File: config.mk
export PLATFORM = sky130hd
export DESIGN_NAME = flow_ctl_unit
export DESIGN_NICKNAME = d
export VERILOG_FILES = /design/src/rtl/flow_pkg.sv /design/src/rtl/flow_cond_eval.sv /design/src/rtl/flow_decode.sv /design/src/rtl/flow_target.sv /design/src/rtl/flow_state.sv /design/src/rtl/flow_ctl_unit.sv
export SDC_FILE = /design/constraint.sdc
export NUM_CORES = 1
export LEC_CHECK = 0
export CAP_MARGIN = 20
export CORE_ASPECT_RATIO = 0.9
export CORE_UTILIZATION = 43
export DETAILED_ROUTE_END_ITERATION = 16
export DONT_BUFFER_PORTS = 1
export HOLD_SLACK_MARGIN = 0.02
export PLACE_DENSITY = 0.6
export SYNTH_ARGS = -nofsm -noshare
export SYNTH_HDL_FRONTEND = slang
export SYNTH_SLANG_ARGS = --single-unit
File: constraint.sdc
create_clock -name clk -period 3.6 [get_ports clk]
set_input_delay 0.72 -clock clk [delete_from_list [all_inputs] [get_ports clk]]
set_output_delay 0.72 -clock clk [all_outputs]
set_load 0.01 [all_outputs]
File: src/rtl/flow_pkg.sv
package flow_pkg;

   typedef enum logic [7:0] {
      OP_TRAP  = 8'h00,
      OP_REGOP = 8'h01,
      OP_JEQ   = 8'h10,
      OP_JNE   = 8'h11,
      OP_JGT   = 8'h12,
      OP_JLT   = 8'h13,
      OP_JLE   = 8'h14,
      OP_JGE   = 8'h15,
      OP_JAL   = 8'h16,
      OP_SWI   = 8'h20,
      OP_RTI   = 8'h21
   } flow_op_e;

   localparam logic [11:0] FN_RET  = 12'h000;
   localparam logic [11:0] FN_JREG = 12'h001;

   typedef enum logic [2:0] {
      SRC_SEQ,
      SRC_REL,
      SRC_RET,
      SRC_IND,
      SRC_IRQ,
      SRC_HOLD
   } pc_src_e;

   typedef struct packed {
      pc_src_e src;
      logic    link_sub;
      logic    link_irq;
      logic    set_irq;
      logic    clr_irq;
      logic    trap;
   } flow_dec_t;

endpackage

File: src/rtl/flow_cond_eval.sv
module flow_cond_eval
   import flow_pkg::*;
#(
   parameter int OP_W = 8
) (
   input  logic [OP_W-1:0] opcode,
   input  logic            flag_z,
   input  logic            flag_n,
   output logic            is_cond,
   output logic            hit
);

   always_comb begin
      is_cond = 1'b1;
      hit     = 1'b0;
      case (opcode)
         OP_JEQ:  hit = flag_z;
         OP_JNE:  hit = !flag_z;
         OP_JGT:  hit = !flag_z && !flag_n;
         OP_JLT:  hit = flag_n;
         OP_JLE:  hit = flag_z || flag_n;
         OP_JGE:  hit = flag_z || !flag_n;
         default: is_cond = 1'b0;
      endcase
   end

endmodule

File: src/rtl/flow_decode.sv
module flow_decode
   import flow_pkg::*;
#(
   parameter int OP_W = 8,
   parameter int FN_W = 12
) (
   input  logic            instr_valid,
   input  logic            halted,
   input  logic [OP_W-1:0] opcode,
   input  logic [FN_W-1:0] func,
   input  logic            flag_z,
   input  logic            flag_n,
   output flow_dec_t       dec
);

   logic cond_is;
   logic cond_hit;

   flow_cond_eval #(.OP_W(OP_W)) u_cond (
      .opcode  (opcode),
      .flag_z  (flag_z),
      .flag_n  (flag_n),
      .is_cond (cond_is),
      .hit     (cond_hit)
   );

   always_comb begin
      dec.src      = SRC_SEQ;
      dec.link_sub = 1'b0;
      dec.link_irq = 1'b0;
      dec.set_irq  = 1'b0;
      dec.clr_irq  = 1'b0;
      dec.trap     = 1'b0;
      if (!instr_valid || halted) begin
         dec.src = SRC_HOLD;
      end else begin
         case (opcode)
            OP_TRAP: begin
               dec.src  = SRC_HOLD;
               dec.trap = 1'b1;
            end
            OP_REGOP: begin
               if (func == FN_RET)       dec.src = SRC_RET;
               else if (func == FN_JREG) dec.src = SRC_IND;
            end
            OP_JAL: begin
               dec.src      = SRC_REL;
               dec.link_sub = 1'b1;
            end
            OP_SWI: begin
               dec.src      = SRC_REL;
               dec.link_irq = 1'b1;
               dec.set_irq  = 1'b1;
            end
            OP_RTI: begin
               dec.src     = SRC_IRQ;
               dec.clr_irq = 1'b1;
            end
            default: begin
               if (cond_is && cond_hit) dec.src = SRC_REL;
            end
         endcase
      end
   end

endmodule

File: src/rtl/flow_target.sv
module flow_target
   import flow_pkg::*;
#(
   parameter int XLEN            = 32,
   parameter int OFS_W           = 24,
   parameter int PC_STEP         = 4,
   parameter bit OFFSET_IN_WORDS = 1'b0
) (
   input  pc_src_e          src,
   input  logic [XLEN-1:0]  cur_pc,
   input  logic [OFS_W-1:0] offset,
   input  logic [XLEN-1:0]  ret_addr,
   input  logic [XLEN-1:0]  irq_addr,
   input  logic [XLEN-1:0]  ind_addr,
   output logic [XLEN-1:0]  next_pc
);

   localparam int EXT_W = XLEN - OFS_W;

   logic [XLEN-1:0] ofs_ext;
   logic [XLEN-1:0] ofs_scaled;
   logic [XLEN-1:0] rel_pc;
   logic [XLEN-1:0] seq_pc;

   assign ofs_ext = {{EXT_W{offset[OFS_W-1]}}, offset};

   generate
      if (OFFSET_IN_WORDS) begin : g_word_ofs
         assign ofs_scaled = ofs_ext << $clog2(PC_STEP);
      end else begin : g_byte_ofs
         assign ofs_scaled = ofs_ext;
      end
   endgenerate

   assign rel_pc = cur_pc + ofs_scaled;
   assign seq_pc = cur_pc + XLEN'(PC_STEP);

   always_comb begin
      case (src)
         SRC_REL:  next_pc = rel_pc;
         SRC_RET:  next_pc = ret_addr;
         SRC_IND:  next_pc = ind_addr;
         SRC_IRQ:  next_pc = irq_addr;
         SRC_HOLD: next_pc = cur_pc;
         default:  next_pc = seq_pc;
      endcase
   end

endmodule

File: src/rtl/flow_state.sv
module flow_state #(
   parameter int          RSN_W     = 3,
   parameter logic [RSN_W-1:0] TRAP_CODE = 3'b001
) (
   input  logic             clk,
   input  logic             rst_n,
   input  logic             set_irq,
   input  logic             clr_irq,
   input  logic             trap,
   output logic             irq_active,
   output logic             halted,
   output logic [RSN_W-1:0] halt_reason
);

   always_ff @(posedge clk or negedge rst_n) begin
      if (!rst_n) begin
         irq_active  <= 1'b0;
         halted      <= 1'b0;
         halt_reason <= '0;
      end else begin
         if (set_irq)      irq_active <= 1'b1;
         else if (clr_irq) irq_active <= 1'b0;
         if (trap) begin
            halted      <= 1'b1;
            halt_reason <= TRAP_CODE;
         end
      end
   end

endmodule

File: src/rtl/flow_ctl_unit.sv
module flow_ctl_unit
   import flow_pkg::*;
#(
   parameter int XLEN            = 32,
   parameter int OP_W            = 8,
   parameter int OFS_W           = 24,
   parameter int FN_W            = 12,
   parameter int RIDX_W          = 4,
   parameter int RSN_W           = 3,
   parameter int PC_STEP         = 4,
   parameter bit OFFSET_IN_WORDS = 1'b0,
   parameter int SUB_LINK_REG    = 15,
   parameter int IRQ_LINK_REG    = 14,
   parameter logic [RSN_W-1:0] TRAP_CODE = 3'b001
) (
   input  logic              clk,
   input  logic              rst_n,
   input  logic              instr_valid,
   input  logic [XLEN-1:0]   instr,
   input  logic [XLEN-1:0]   cur_pc,
   input  logic              flag_z,
   input  logic              flag_n,
   input  logic [XLEN-1:0]   ret_addr,
   input  logic [XLEN-1:0]   irq_addr,
   input  logic [XLEN-1:0]   ind_addr,
   output logic [XLEN-1:0]   next_pc,
   output logic              taken,
   output logic              link_we,
   output logic [RIDX_W-1:0] link_idx,
   output logic [XLEN-1:0]   link_data,
   output logic              irq_active,
   output logic              halted,
   output logic [RSN_W-1:0]  halt_reason
);

   localparam int NREGS = 1 << RIDX_W;

   generate
      if (OP_W + OFS_W != XLEN) begin : g_chk_fields
         $error("opcode and offset fields must fill the instruction word");
      end
      if (OP_W != 8) begin : g_chk_op
         $error("opcode width must match the opcode enumeration");
      end
      if (FN_W > OFS_W) begin : g_chk_fn
         $error("function field must lie inside the offset field");
      end
      if (SUB_LINK_REG >= NREGS || IRQ_LINK_REG >= NREGS) begin : g_chk_link
         $error("link register index out of range");
      end
      if ((PC_STEP & (PC_STEP - 1)) != 0) begin : g_chk_step
         $error("PC step must be a power of two");
      end
   endgenerate

   logic [OP_W-1:0]  opcode;
   logic [OFS_W-1:0] offset;
   logic [FN_W-1:0]  func;
   flow_dec_t        dec;

   assign opcode = instr[XLEN-1 -: OP_W];
   assign offset = instr[OFS_W-1:0];
   assign func   = instr[FN_W-1:0];

   flow_decode #(.OP_W(OP_W), .FN_W(FN_W)) u_dec (
      .instr_valid (instr_valid),
      .halted      (halted),
      .opcode      (opcode),
      .func        (func),
      .flag_z      (flag_z),
      .flag_n      (flag_n),
      .dec         (dec)
   );

   flow_target #(
      .XLEN            (XLEN),
      .OFS_W           (OFS_W),
      .PC_STEP         (PC_STEP),
      .OFFSET_IN_WORDS (OFFSET_IN_WORDS)
   ) u_tgt (
      .src      (dec.src),
      .cur_pc   (cur_pc),
      .offset   (offset),
      .ret_addr (ret_addr),
      .irq_addr (irq_addr),
      .ind_addr (ind_addr),
      .next_pc  (next_pc)
   );

   flow_state #(.RSN_W(RSN_W), .TRAP_CODE(TRAP_CODE)) u_state (
      .clk         (clk),
      .rst_n       (rst_n),
      .set_irq     (dec.set_irq),
      .clr_irq     (dec.clr_irq),
      .trap        (dec.trap),
      .irq_active  (irq_active),
      .halted      (halted),
      .halt_reason (halt_reason)
   );

   assign taken     = (dec.src == SRC_REL) || (dec.src == SRC_RET) ||
                      (dec.src == SRC_IND) || (dec.src == SRC_IRQ);
   assign link_we   = dec.link_sub || dec.link_irq;
   assign link_idx  = dec.link_sub ? RIDX_W'(SUB_LINK_REG) : RIDX_W'(IRQ_LINK_REG);
   assign link_data = cur_pc;

endmodule

==> results of run 1 <==
cells by family after synthesis:
kind of cell,count (synthesis)
compound gates,198
simple gates,190
buf+inv,76
xor+xnor,47
fa+ha+maj,33
mux,19
other cells,2
flops,2
power by group:
part           total [uW]  switching, uW  internal, uW
Combinational         775            400           376
Sequential           27.5           3.02          24.5
Clock                87.8           17.2          70.6
Total                 891            420           471
cell type report:
type / instances / area, sq um / share of cell area
clock buffers: 3 / 41.29 / 0.007906
inverters: 14 / 52.55 / 0.01006
multi-input cells: 492 / 3857 / 0.7386
flip-flops and latches: 2 / 50.05 / 0.009583
well taps: 119 / 148.9 / 0.02851
repair buffers: 125 / 1072 / 0.2053
sequential cells by signal (all words and copies together), names as in the netlist:
name and flops:
u_state.halted 1, u_state.irq_active 1
layer usage:
layer / global-route usage / part of all wire / vias up
met5: 0 / 0 / -
met4: 0.07500 / 0.021 / 0
met3: 0.03659 / 0.098 / 26
met2: 0.5246 / 0.45 / 293
met1: 0.4423 / 0.43 / 2335
li1: - / - / 2254
metrics by stage:
step | setup TNS, ps | utilization | power [uW] | instance area (sq um) | hold slack [ps]
6_report | -725.0 | 0.6011 | 890.6 | 5223 | 206.7
5_1_grt | -2658 | 0.6011 | 956.3 | 5223 | 205.4
4_1_cts | -676.2 | 0.5575 | 815.3 | 4843 | 203.7
3_5_place_dp | -4806 | 0.5245 | 682.2 | 4557 | 424.5
3_3_place_gp | -3873 | 0.5245 | 672.6 | 4557 | 424.5
2_1_floorplan | -10.94 | - | 494.1 | 3931 | 424.4
final timing paths:
path / from / to / slack, ps / depth (start not counted)
worst max-delay path: instr[27] / next_pc[28] / -120 / 11
worst min-delay path: rst_n / u_state.halted / 210 / 0
worst max register to register: u_state.halted / u_state.irq_active / 2300 / 4
worst min register to register: u_state.irq_active / u_state.irq_active / 600 / 2
max in group asynchronous: rst_n / u_state.irq_active / 3320 / 0
min in group clk: u_state.irq_active / u_state.irq_active / 600 / 2
placed cells by master (no fill, tap or decap), types with 4 or more instances in the layout:
| cell | instances |
|---|---|
| xor2_1 | 24 |
| ha_1 | 29 |
| mux2i_1 | 19 |
| nor3_2 | 4 |
| xnor2_1 | 21 |
| a21oi_2 | 14 |
| nor2b_1 | 6 |
| a221oi_2 | 9 |
| and3_1 | 7 |
| buf_6 | 9 |
| nand2_1 | 40 |
| nand4_1 | 7 |
| conb_1 | 5 |
| buf_4 | 107 |
| a22o_1 | 6 |
| a221o_1 | 6 |
| o21ai_1 | 13 |
| nand3_1 | 20 |
| a22oi_1 | 14 |
| nor2_1 | 51 |
| a21oi_1 | 33 |
| o21ai_0 | 19 |
| or3_4 | 4 |
| buf_12 | 6 |
| o211ai_1 | 8 |
| o21bai_1 | 4 |
| a31oi_1 | 5 |
| a221oi_1 | 7 |
| nor2_4 | 4 |
| nor3_1 | 11 |
| inv_1 | 14 |
| a21o_1 | 11 |
timing repair:
| action | 4_1_cts | 5_1_grt |
|---|---|---|
| setup buffers | 8 | 11 |
| cloned | 0 | 1 |
| pin swaps | 26 | 37 |
| setup endpoints to repair | 32 | 32 |
| resized for setup | 40 | 70 |
==> run_summary.xml, run 1 <==
<?xml version="1.0" encoding="UTF-8"?>
<metrics>
  <group name="timing">
    <metric name="maxSlewViolCount" unit="">0</metric>
    <metric name="timing_hold_violations_final" unit="">0</metric>
    <metric name="clock-skew-final" unit="ps">1.742</metric>
    <metric name="fmax" unit="GHz">0.2687</metric>
    <metric name="slew_headroom" unit="">0.6171</metric>
    <metric name="setup_violations" unit="">12</metric>
    <metric name="timing.final.crit_period" unit="ps">3721</metric>
    <metric name="period_share" unit="">1.034</metric>
    <metric name="layout_setup_ws" unit="ps">-121.3</metric>
    <metric name="rsz0062_at_grt" unit="">yes</metric>
    <metric name="timing_worst_slew_pin_value" unit="ps">568.3</metric>
  </group>
  <group name="synthesis">
    <metric name="syn_area_per_cell" unit="sq um">6.867</metric>
    <metric name="yosys_warnings" unit="">0</metric>
    <metric name="synth_top_family_by_area" unit="">compound AO/OA/AOI/OAI gates</metric>
    <metric name="synth_sequential_area_ratio" unit="">0.01285</metric>
    <metric name="synthAdderAreaFrac" unit="">0.1080</metric>
    <metric name="synth_largest_area_cell" unit="">ha_1</metric>
    <metric name="yosys.area.top_type_share" unit="">0.1028</metric>
    <metric name="post_synth_most_frequent_cells" unit="">nor2_1, a21oi_1, nand2_1, buf_4, o21ai_0</metric>
    <metric name="ys_async_sr_fraction" unit="">1.000</metric>
    <metric name="synth.lib_cells_used.distinct" unit="">74</metric>
    <metric name="post_synth_main_area_contributors" unit="">ha_1, buf_4, a21oi_1</metric>
    <metric name="post_synth_inst_count" unit="">567</metric>
    <metric name="netlist_area" unit="sq mm">0.003894</metric>
    <metric name="synth-xor-area-share" unit="">0.1057</metric>
    <metric name="postSynthRegisterBits" unit="">2</metric>
    <metric name="yosys.area_share.simple" unit="">0.2455</metric>
    <metric name="mux_cell_area_share_after_synthesis" unit="">0.04884</metric>
    <metric name="synth_compound_gate_area_share" unit="">0.3538</metric>
    <metric name="number_of_enable_type_register_cells_in_the_synthesized_netlist" unit="">0</metric>
    <metric name="yosysMostFrequentCell" unit="">nor2_1</metric>
    <metric name="synth_top_flop_cell" unit="">dfrtp_1</metric>
  </group>
  <group name="detailed_routing">
    <metric name="drc" unit="">0</metric>
    <metric name="vias_per_cell" unit="">6.501</metric>
    <metric name="drtPass1Iterations" unit="">4</metric>
    <metric name="via_count" unit="">4908</metric>
    <metric name="drt_first_iter_violations" unit="">271</metric>
    <metric name="totalWireLength" unit="um">16230</metric>
    <metric name="route.detailed.wl_per_inst" unit="um">21.50</metric>
    <metric name="antenna_left" unit="">0</metric>
  </group>
  <group name="cts">
    <metric name="hold_buffer_count_at_cts" unit="">0</metric>
    <metric name="cts_sinks" unit="">2</metric>
    <metric name="cts_inserted_buffers" unit="">3</metric>
    <metric name="worst_skew_pair.late_latency" unit="ps">210</metric>
    <metric name="tritoncts" unit="">yes</metric>
    <metric name="clk_pin_slew" unit="ps">30</metric>
    <metric name="ctsLongestPathBuffers" unit="">2</metric>
    <metric name="cts-htree-levels" unit="">1</metric>
    <metric name="root_buffer" unit="">clkbuf_8</metric>
  </group>
  <group name="global_routing">
    <metric name="grt_start_max_net_pins" unit="">17</metric>
    <metric name="antenna_found_initial" unit="">0</metric>
    <metric name="grt_pass1_vias" unit="">4553</metric>
    <metric name="globalRoute.totalOverflow" unit="">0</metric>
    <metric name="wire_length_of_the_first_global_routing_pass" unit="um">23620</metric>
    <metric name="grt.total_usage" unit="">0.3204</metric>
  </group>
  <group name="layout">
    <metric name="diodes" unit="">0</metric>
    <metric name="stdcell_count" unit="">755</metric>
    <metric name="drive_gt1_frac" unit="">0.3428</metric>
    <metric name="fill_cells" unit="">824</metric>
    <metric name="layout-area-overhead-vs-synth" unit="%">34.13</metric>
    <metric name="finish.net_count" unit="">836</metric>
  </group>
  <group name="floorplan">
    <metric name="floorplan.initialDensity" unit="">0.4482</metric>
    <metric name="io_pins" unit="">240</metric>
    <metric name="std_cell_rows" unit="">32</metric>
    <metric name="dieArea" unit="sq mm">0.009440</metric>
    <metric name="core-area" unit="sq mm">0.008688</metric>
    <metric name="fp.dieH" unit="um">92.28</metric>
    <metric name="dieWidth" unit="um">102.3</metric>
  </group>
  <group name="placed_design">
    <metric name="post-dp-hpwl" unit="um">12590</metric>
    <metric name="buffer_ports.inserted" unit="">0</metric>
    <metric name="gp_congestion" unit="">0.9291</metric>
    <metric name="placement.setup.worst_slack" unit="ps">-375.1</metric>
    <metric name="place_inst" unit="">735</metric>
  </group>
  <group name="setup_path">
    <metric name="cp-start-kind" unit="">input pin</metric>
    <metric name="timing.critical_path.buf_inv" unit="">3</metric>
    <metric name="worstPathCellList" unit="">or3_4, or4_4, nor3_4, a2111o_2, nor2_4, buf_12, clkbuf_4, a221oi_1, o21ai_0, a2bb2oi_1, buf_4</metric>
    <metric name="worst-endpoint-arrival" unit="ps">3000</metric>
    <metric name="endpoint_kind" unit="">primary output</metric>
    <metric name="worstSetupPathType" unit="">in2out</metric>
    <metric name="required" unit="ps">2880</metric>
    <metric name="timing.critical_path.max_delay_family" unit="">simple AND/OR/NAND/NOR gates</metric>
    <metric name="crit_path_slowest_cell" unit="">or4_4</metric>
    <metric name="critical_path.max_fanout" unit="">7</metric>
    <metric name="cp_max_stage_delay" unit="ps">500</metric>
  </group>
  <group name="job">
    <metric name="cap_violations" unit="">0</metric>
  </group>
  <group name="run_status">
    <metric name="violations" unit="">negative setup slack</metric>
    <metric name="run_status" unit="">complete, but fails checks</metric>
  </group>
  <group name="power">
    <metric name="p_leak" unit="uW">0.002165</metric>
    <metric name="power.density" unit="mW/mm^2">170.5</metric>
    <metric name="power.ir.vdd_worst" unit="mV">0.1140</metric>
  </group>
  <group name="worst_hold_path">
    <metric name="min-delay-path-class" unit="">in2async</metric>
  </group>
</metrics>
Power figures use the tool's default switching activity.
==> run 2, diff against run 1 <==
--- a/config.mk
+++ b/config.mk
@@ -11,7 +11,7 @@
 export DETAILED_ROUTE_END_ITERATION = 16
 export DONT_BUFFER_PORTS = 1
 export HOLD_SLACK_MARGIN = 0.02
-export PLACE_DENSITY = 0.6
+export PLACE_DENSITY = 0.69
 export SYNTH_ARGS = -nofsm -noshare
 export SYNTH_HDL_FRONTEND = slang
 export SYNTH_SLANG_ARGS = --single-unit
==> run 2 against run 1 <==
The run still ends with negative setup slack left; sequential cell count unchanged; via count is 0.24% higher; wire length increased by 0.37%; clock power is 4.0% higher; critical path depth increased by 1.
==> run_summary.xml, run 2 (synthesis gave the netlist of run 1 again) <==
<?xml version="1.0" encoding="UTF-8"?>
<metrics>
  <group name="run_status">
    <metric name="run_status" unit="">complete, but fails checks</metric>
    <metric name="violations" unit="">negative setup slack</metric>
  </group>
  <group name="setup_path">
    <metric name="r2r.worst_path.cells" unit="">3</metric>
    <metric name="crit_path_slowest_cell" unit="">fa_2</metric>
    <metric name="reg2reg_from" unit="">u_state.halted</metric>
    <metric name="critical_path.max_fanout" unit="">3</metric>
    <metric name="cp-start-kind" unit="">input pin</metric>
    <metric name="worstSetupPathType" unit="">in2out</metric>
    <metric name="rrSetupSlack" unit="ps">2370</metric>
    <metric name="timing.critical_path.max_delay_family" unit="">compound AO/OA/AOI/OAI gates</metric>
    <metric name="endpoint_kind" unit="">primary output</metric>
    <metric name="worst-endpoint-arrival" unit="ps">2990</metric>
    <metric name="rr_endpoint" unit="">u_state.irq_active</metric>
    <metric name="cp_max_stage_delay" unit="ps">360</metric>
    <metric name="required" unit="ps">2880</metric>
    <metric name="timing.critical_path.buf_inv" unit="">1</metric>
    <metric name="worstPathCellList" unit="">ha_4, fa_2, a21o_1, a221oi_2, o211ai_1, buf_4, a21boi_2, a21oi_2, a211oi_2, xnor2_1, nand2_1, a22oi_2</metric>
  </group>
  <group name="timing">
    <metric name="clock-skew-final" unit="ps">0.1491</metric>
    <metric name="setup_violations" unit="">9</metric>
    <metric name="hold-worst-slack" unit="ps">201.9</metric>
    <metric name="period_share" unit="">1.030</metric>
    <metric name="timing_hold_violations_final" unit="">0</metric>
    <metric name="rsz0062_at_grt" unit="">yes</metric>
    <metric name="timing.final.crit_period" unit="ps">3708</metric>
    <metric name="slew_headroom" unit="">0.5280</metric>
    <metric name="timing_worst_slew_pin_value" unit="ps">700.6</metric>
    <metric name="layout_setup_ws" unit="ps">-108.1</metric>
    <metric name="maxSlewViolCount" unit="">0</metric>
    <metric name="fmax" unit="GHz">0.2697</metric>
  </group>
  <group name="detailed_routing">
    <metric name="vias_per_cell" unit="">6.578</metric>
    <metric name="antenna_left" unit="">0</metric>
    <metric name="totalWireLength" unit="um">16290</metric>
    <metric name="drtPass1Iterations" unit="">5</metric>
    <metric name="drt_first_iter_violations" unit="">252</metric>
    <metric name="route.detailed.wl_per_inst" unit="um">21.78</metric>
    <metric name="via_count" unit="">4920</metric>
    <metric name="drc" unit="">0</metric>
  </group>
  <group name="placed_design">
    <metric name="buffer_ports.inserted" unit="">0</metric>
    <metric name="gp_congestion" unit="">0.9362</metric>
    <metric name="post-dp-hpwl" unit="um">12750</metric>
    <metric name="cell_area_reported_after_detailed_placement" unit="sq mm">0.004557</metric>
    <metric name="placement.setup.worst_slack" unit="ps">-323.4</metric>
  </group>
  <group name="layout">
    <metric name="diodes" unit="">0</metric>
    <metric name="drive_gt1_frac" unit="">0.3291</metric>
    <metric name="fill_cells" unit="">816</metric>
    <metric name="fin_area" unit="sq mm">0.005106</metric>
    <metric name="finish.net_count" unit="">829</metric>
    <metric name="reg_top3" unit="">u_state.halted x1, u_state.irq_active x1</metric>
    <metric name="layout.cells.most_common_list" unit="">buf_4, nor2_1, nand2_1</metric>
    <metric name="finish.utilization" unit="">0.5877</metric>
    <metric name="layout-area-overhead-vs-synth" unit="%">31.14</metric>
    <metric name="mostFrequentLayoutCell" unit="">buf_4</metric>
  </group>
  <group name="global_routing">
    <metric name="antenna_found_initial" unit="">0</metric>
    <metric name="globalRoute.totalOverflow" unit="">0</metric>
    <metric name="grt_start_max_net_pins" unit="">18</metric>
    <metric name="grt.total_usage" unit="">0.3238</metric>
    <metric name="grt_pass1_vias" unit="">4800</metric>
    <metric name="wire_length_of_the_first_global_routing_pass" unit="um">23890</metric>
  </group>
  <group name="power">
    <metric name="power.ir.vdd_worst" unit="mV">0.1444</metric>
    <metric name="totalPowerFinal" unit="uW">863.8</metric>
    <metric name="power.density" unit="mW/mm^2">169.2</metric>
    <metric name="p_leak" unit="uW">0.002125</metric>
  </group>
  <group name="floorplan">
    <metric name="std_cell_rows" unit="">32</metric>
    <metric name="dieArea" unit="sq mm">0.009440</metric>
    <metric name="fp.dieH" unit="um">92.28</metric>
    <metric name="floorplan.initialDensity" unit="">0.4482</metric>
    <metric name="core-area" unit="sq mm">0.008688</metric>
    <metric name="dieWidth" unit="um">102.3</metric>
    <metric name="io_pins" unit="">240</metric>
  </group>
  <group name="cts">
    <metric name="worst_skew_pair.late_latency" unit="ps">220</metric>
    <metric name="clk_pin_slew" unit="ps">30</metric>
    <metric name="cts_sinks" unit="">2</metric>
    <metric name="root_buffer" unit="">clkbuf_8</metric>
    <metric name="cts-htree-levels" unit="">1</metric>
    <metric name="cts_inserted_buffers" unit="">3</metric>
    <metric name="ctsLongestPathBuffers" unit="">2</metric>
    <metric name="hold_buffer_count_at_cts" unit="">0</metric>
    <metric name="tritoncts" unit="">yes</metric>
  </group>
  <group name="job">
    <metric name="cap_violations" unit="">0</metric>
  </group>
  <group name="worst_hold_path">
    <metric name="min-delay-path-class" unit="">in2async</metric>
  </group>
</metrics>
==> run 2: timing repair <==
action	in CTS	in global routing
cloned	0	0
endpoints found under the setup margin	31	31
setup buffers	1	10
gates resized for setup	45	51
pin swaps	19	28
==> run 2: area by class of cell <==
cell class	instances	area, sq um	area share
sequential	2	50.05	0.009802
timing repair buffer	118	1031	0.2019
tap	119	148.9	0.02916
inverter	14	52.55	0.01029
multi-input combinational	492	3782	0.7407
clock buffer	3	41.29	0.008086
==> run 2: how the worst max path moves through the flow <==
stage,start,end,depth (start not counted)
finish,instr[0],next_pc[20],12
global route,instr[0],next_pc[30],11
CTS,instr[0],next_pc[20],12
detailed placement,instr[0],next_pc[28],13
global placement,instr[0],next_pc[30],12
floorplan,instr[0],next_pc[20],11
==> run 2: where the power goes <==
part | switching [uW] | leakage, uW | internal, uW | total (uW)
sequential | 2.99 | 0.0000272 | 24.5 | 27.5
combinational | 386 | 0.00208 | 359 | 745
clock | 20.4 | 0.0000216 | 70.9 | 91.3
==> run 2: through the flow <==
step,std cells,TNS [ps]
3_5_place_dp,735,-4595
3_3_place_gp,735,-2947
2_1_floorplan,570,-10.94
4_1_cts,738,-287.1
6_report,748,-420.7
5_1_grt,748,-2121
==> run 2: metal layers <==
layer	part of all wire	track usage	wire, um	vias up
met5	0	0	0	-
met4	0.027	0.1202	433	0
met3	0.088	0.06631	1427	44
met2	0.47	0.5280	7655	310
met1	0.42	0.4141	6773	2333
li1	-	-	-	2233
==> run 2: worst register-to-register path, delay by kind of cell, from the launching register on <==
kind | cells | cell delay [ps]
flip-flops | 1 | 450
AO/OA/AOI/OAI | 2 | 380
AND/OR/NAND/NOR | 1 | 270
